==> config.mk <==
export PLATFORM = sky130hd
export DESIGN_NAME = uart_enh_lock_regs
export DESIGN_NICKNAME = d
export VERILOG_FILES = /design/src/rtl/uart_enh_lock_regs.sv
export SDC_FILE = /design/constraint.sdc
export NUM_CORES = 1
export LEC_CHECK = 0
export ABC_CLOCK_PERIOD_IN_PS = 2200
export BUFFER_PORTS_ARGS = -buffer_cell sky130_fd_sc_hd__buf_2
export CORE_ASPECT_RATIO = 0.8
export CORE_MARGIN = 4
export CORE_UTILIZATION = 25
export DETAILED_ROUTE_END_ITERATION = 8
export PLACE_DENSITY = 0.55
export SYNTH_ARGS = -nofsm -noshare
export SYNTH_HDL_FRONTEND = slang
export SYNTH_SLANG_ARGS = --single-unit
==> constraint.sdc <==
create_clock -name clk -period 2.2 [get_ports clk]
set_input_delay 0.11 -clock clk [delete_from_list [all_inputs] [get_ports clk]]
set_output_delay 0.11 -clock clk [all_outputs]
set_load 0.005 [all_outputs]
==> src/rtl/uart_enh_lock_regs.sv <==
module uart_enh_lock_regs #(
  parameter logic [7:0] IER_ENH = 8'hF0,
  parameter logic [7:0] ISR_ENH = 8'h30,
  parameter logic [7:0] FCR_ENH = 8'h30,
  parameter logic [7:0] MCR_ENH = 8'hE4,
  parameter int         UNLOCK_BIT = 4
) (
  input  logic       clk,
  input  logic       rst,
  input  logic       wr_en,
  input  logic       ext_sel,
  input  logic [2:0] addr,
  input  logic [7:0] wr_data,
  output logic [7:0] rd_data,
  output logic [7:0] ier_q,
  output logic [7:0] isr_q,
  output logic [7:0] fcr_q,
  output logic [7:0] mcr_q,
  output logic [7:0] efr_q
);

  logic unlocked;
  logic sel_ier, sel_isr, sel_fcr, sel_mcr;

  assign unlocked = efr_q[UNLOCK_BIT];
  assign sel_ier  = !ext_sel && addr == 3'd1;
  assign sel_isr  = !ext_sel && addr == 3'd2;
  assign sel_fcr  = !ext_sel && addr == 3'd3;
  assign sel_mcr  = !ext_sel && addr == 3'd4;

  function automatic logic [7:0] merge(input logic [7:0] old, input logic [7:0] nw,
                                       input logic [7:0] enh, input logic open);
    logic [7:0] keep;
    keep  = open ? 8'h00 : enh;
    merge = (nw & ~keep) | (old & keep);
  endfunction

  always_ff @(posedge clk) begin
    if (rst) begin
      ier_q <= '0;
      isr_q <= '0;
      fcr_q <= '0;
      mcr_q <= '0;
      efr_q <= '0;
    end else if (wr_en) begin
      if (ext_sel) efr_q <= wr_data;
      if (sel_ier) ier_q <= merge(ier_q, wr_data, IER_ENH, unlocked);
      if (sel_isr) isr_q <= merge(isr_q, wr_data, ISR_ENH, unlocked);
      if (sel_fcr) fcr_q <= merge(fcr_q, wr_data, FCR_ENH, unlocked);
      if (sel_mcr) mcr_q <= merge(mcr_q, wr_data, MCR_ENH, unlocked);
    end
  end

  always_comb begin
    rd_data = 8'h00;
    if (ext_sel)      rd_data = efr_q;
    else if (sel_ier) rd_data = ier_q;
    else if (sel_isr) rd_data = isr_q;
    else if (sel_fcr) rd_data = fcr_q;
    else if (sel_mcr) rd_data = mcr_q;
  end


  ier_enh_hold_chk: assert property (@(posedge clk) disable iff (rst)
    wr_en && sel_ier && !unlocked |=> (ier_q & IER_ENH) == ($past(ier_q) & IER_ENH));


  mcr_enh_hold_chk: assert property (@(posedge clk) disable iff (rst)
    wr_en && sel_mcr && !unlocked |=> (mcr_q & MCR_ENH) == ($past(mcr_q) & MCR_ENH));


  fcr_open_write_chk: assert property (@(posedge clk) disable iff (rst)
    wr_en && sel_fcr && unlocked |=> fcr_q == $past(wr_data));


  isr_legacy_write_chk: assert property (@(posedge clk) disable iff (rst)
    wr_en && sel_isr |=> (isr_q & ~ISR_ENH) == ($past(wr_data) & ~ISR_ENH));


  efr_write_chk: assert property (@(posedge clk) disable iff (rst)
    wr_en && ext_sel |=> efr_q == $past(wr_data));


  idle_stable_chk: assert property (@(posedge clk) disable iff (rst)
    !wr_en |=> $stable(ier_q) && $stable(isr_q) && $stable(fcr_q) && $stable(mcr_q) && $stable(efr_q));

endmodule

==> summary.txt <==
PWR
------------------------------------------------------------------------------------------
Combinational share of power ................................................        11.9%
Overall power after layout ..................................................      1.35 mW
Static Leakage ..............................................................      1.04 nW
Max rail drop VDD ...........................................................     0.206 mV
Net switching component of the power ........................................     0.350 mW
Part of the total power dissipated in the clock network .....................        32.9%
Part of the total power dissipated in sequential elements ...................        55.2%
Power per unit of standard cell area ........................................   592 nW/um2
Internal Dissipation ........................................................      1.00 mW
Sw Ratio ....................................................................        25.9%

ROUTING
------------------------------------------------------------------------------------------
Router iterations before antenna repair .....................................            5
Post-DR vias/cell ...........................................................         4.99
Initial DRC Count ...........................................................          143
Total via count in the routed design ........................................         1765
Antenna-violating nets left .................................................            0
DRC .........................................................................            0
Total Routed Length .........................................................      5.98 mm
Routed WL per cell ..........................................................      16.9 um

GRT
------------------------------------------------------------------------------------------
First-pass GRT wire length ..................................................      9.49 mm
Initial antenna violation count .............................................            0
Total global routing track utilization ......................................        13.5%
Largest net degree at the start of global routing ...........................           41
Aggregate global routing overflow ...........................................            0
Vias in the first global route ..............................................         1717

SYNTHESIS
------------------------------------------------------------------------------------------
Library cell with the largest summed area after synthesis ................... sky130_fd_sc_hd__dfxtp_1
Synthesized netlist net count ...............................................          229
Largest cells by area after synthesis ....................................... sky130_fd_sc_hd__dfxtp_1 43%, sky130_fd_sc_hd__mux2i_1 13%, sky130_fd_sc_hd__a21oi_1 6.2%
Share of the yosys chip area belonging to registers .........................        43.0%
Most numerous cell types in the synthesized netlist ......................... 40 x sky130_fd_sc_hd__dfxtp_1, 27 x sky130_fd_sc_hd__nor2_1, 24 x sky130_fd_sc_hd__mux2i_1, 24 x sky130_fd_sc_hd__nand2_1, 23 x sky130_fd_sc_hd__a21oi_1
Synth Warn # ................................................................            0
Area of the mapped netlist ..................................................     1860 um2
Share of synthesized cell area in and, or, nand and nor gates ...............        23.6%
Total of flip-flops plus latches after synthesis ............................           40
Mean Syn Cell Area ..........................................................     8.71 um2
Most common cell in the synthesized netlist ................................. sky130_fd_sc_hd__dfxtp_1
Gate Count Post-Synth .......................................................          214
Share of synthesized cell area in full adder, half adder and majority cells .           0%
Share of synthesized area spent on multiplexers .............................        12.9%
Number of enable flip-flop cells after synthesis ............................            0
Distinct cells, synth .......................................................           28
Post-synth ARST share .......................................................           0%
Area share of the largest cell type after synthesis .........................        43.0%
Post-synthesis xor/xnor area fraction .......................................           0%
Dominant combinational cell family by area after synthesis .................. simple AND/OR/NAND/NOR gates
Compound-gate portion of the synthesized area ...............................        16.1%
Most used flip-flop cell after synthesis .................................... sky130_fd_sc_hd__dfxtp_1

FINISH
------------------------------------------------------------------------------------------
Fill cell total of the finished layout ......................................          764
Post-layout util ............................................................        32.3%
# diodes ....................................................................            0
Number of nets in the layout ................................................          284
Layout area overhead ........................................................        22.5%
Share of layout cells above drive strength 1 ................................        28.5%
Fin cells ...................................................................          354

STA
------------------------------------------------------------------------------------------
Post-Route Skew .............................................................      1.91 ps
Tcrit/Tclk final ............................................................        76.2%
Final sum of negative setup slack ...........................................         0 ps
Slew Limit Headroom .........................................................        51.2%
Worst slew pin tran .........................................................       732 ps
Number of failing setup endpoints in the final timing report ................            0
Slew Viols, Final ...........................................................            0
Final setup slack of the worst path .........................................       523 ps
Timing-limited maximum frequency ............................................      596 MHz
Setup repair after global routing missed its margin .........................        false
Final Critical Period .......................................................      1680 ps
Number of endpoints with negative hold slack in the final report ............            0

CLOCK NETWORK
------------------------------------------------------------------------------------------
Post-CTS Resized ............................................................            0
TritonCTS clock tree ........................................................          yes
Clock root buffer master .................................................... sky130_fd_sc_hd__clkbuf_8
TritonCTS sink count ........................................................           40
Clock network latency to the later pin of the worst-skew pair ...............       290 ps
Count of hold-fix buffers inserted at cts ...................................            0
Number of buffers created by CTS ............................................            5
Post-CTS setup repair buffer count ..........................................            0
Register clock-pin slew on the reported worst setup and hold paths ..........        70 ps
Maximum clock path buffer count .............................................            2
Max H-tree Level ............................................................            2

SETUP PATH
------------------------------------------------------------------------------------------
Critical setup path kind .................................................... primary input to primary output
Slowest cell on crit path ................................................... sky130_fd_sc_hd__o21ai_0
Category of cells accounting for the largest share of critical-path delay ... compound AO/OA/AOI/OAI gates
Worst Setup Start Kind ...................................................... primary input
Bufs and invs on worst path .................................................            3
Kind of end point of the critical path ...................................... primary output
Maximum single-stage delay on the critical path .............................       340 ps
WP data arrival .............................................................      1570 ps
List of cells traversed by the critical path ................................ buf_2 -> nor2b_1 -> buf_4 -> a22oi_1 -> o21ai_0 -> o221a_2 -> buf_2
CP dominant cell by count ................................................... sky130_fd_sc_hd__buf_2
Data required time at the worst endpoint ....................................      2090 ps
CP max FO ...................................................................           17

FLOORPLANNING
------------------------------------------------------------------------------------------
DIE AREA ....................................................................     8910 um2
Overall die height ..........................................................      85.2 um
Die span in x ...............................................................       105 um
Initial core utilization ....................................................        26.4%
Total number of placement rows ..............................................           27
Placeable Area ..............................................................     7060 um2
Number of placed I/O pins ...................................................           63

RUN
------------------------------------------------------------------------------------------
Number of violations of the max-capacitance limit ...........................            0

PLACE
------------------------------------------------------------------------------------------
HPWL after DPL ..............................................................      4.43 mm
Setup slack after placement .................................................       442 ps
Count of buffers inserted at the top-level ports ............................           62
# placed instances ..........................................................          349
Final Wtd Congestion ........................................................        0.767

RUN STATUS
------------------------------------------------------------------------------------------
Outcome ..................................................................... finished, final reports clean

MIN PATH
------------------------------------------------------------------------------------------
Path type of the worst min-delay path ....................................... primary input to register

==> cell families after synthesis <==
family,Yosys count
AND/OR/NAND/NOR,87
AO/OA/AOI/OAI,46
flip-flops,40
multiplexers,24
buffers and inverters,17
==> layout by cell type (no fill, tap or decap) <==
master and instances:
sky130_fd_sc_hd__a211oi_1 1, sky130_fd_sc_hd__a21oi_1 23, sky130_fd_sc_hd__a221o_1 1, sky130_fd_sc_hd__a22o_1 2, sky130_fd_sc_hd__a22oi_1 2, sky130_fd_sc_hd__a2bb2oi_1 2
sky130_fd_sc_hd__and2b_1 1, sky130_fd_sc_hd__and3_1 1, sky130_fd_sc_hd__and3b_1 3, sky130_fd_sc_hd__and4_1 2, sky130_fd_sc_hd__buf_2 62, sky130_fd_sc_hd__buf_4 1
sky130_fd_sc_hd__clkbuf_8 5, sky130_fd_sc_hd__dfxtp_1 40, sky130_fd_sc_hd__inv_1 2, sky130_fd_sc_hd__mux2i_1 24, sky130_fd_sc_hd__nand2_1 24, sky130_fd_sc_hd__nand2b_1 3
sky130_fd_sc_hd__nand3_1 16, sky130_fd_sc_hd__nand3b_1 3, sky130_fd_sc_hd__nor2_1 27, sky130_fd_sc_hd__nor2b_1 4, sky130_fd_sc_hd__nor3b_2 2, sky130_fd_sc_hd__nor3b_4 1
sky130_fd_sc_hd__o21ai_0 7, sky130_fd_sc_hd__o221a_2 5, sky130_fd_sc_hd__o221ai_1 3
==> final cells by class <==
cell class | instances | area, um2 | area share, %
tap | 87 | 109 | 4.77
sequential | 40 | 801 | 35.1
clock buffer | 5 | 68.8 | 3.01
inverter | 2 | 7.51 | 0.329
multi-input combinational | 157 | 980 | 42.9
timing repair buffer | 63 | 318 | 13.9
==> metrics by stage <==
stage                     hold WS, ps  area, um2
final                             105       2280
after global routing              111       2280
after CTS                         102       2280
after detailed placement          407       2210
after global placement            406       2210
after floorplan                   246       1860
==> layer usage <==
layer	vias up	track usage, %	share of wire [%]
li1	866	-	-
met5	-	0	0
met2	60	20.0	44
met4	0	3.26	0.67
met1	834	19.5	49
met3	5	3.57	6.4
==> worst min-delay path, delay by kind of cell <==
| family | cells | cell delay (ps) |
|---|---|---|
| buffers and inverters | 1 | 130 |
| AND/OR/NAND/NOR | 1 | 60 |
| AO/OA/AOI/OAI | 1 | 50 |
==> final timing paths <==
path                   start    endpoint  slack, ps  depth (start not counted)
setup / recovery     addr[1]  rd_data[7]        520                          7
hold / removal    wr_data[4]    register        110                          3
setup reg to reg    efr_q[4]    register        940                          3
hold reg to reg     efr_q[0]    efr_q[0]        480                          2
==> power by group through the flow <==
stage / Sequential [mW] / Clock [mW] / Combinational, mW
final: 0.746 / 0.445 / 0.160
after global routing: 0.747 / 0.487 / 0.177
after CTS: 0.746 / 0.454 / 0.161
after detailed placement: 0.763 / 0 / 0.160
after global placement: 0.762 / 0 / 0.160
after floorplan: 0.761 / 0 / 0.0897
No activity file was read; power rests on OpenSTA's default activity.
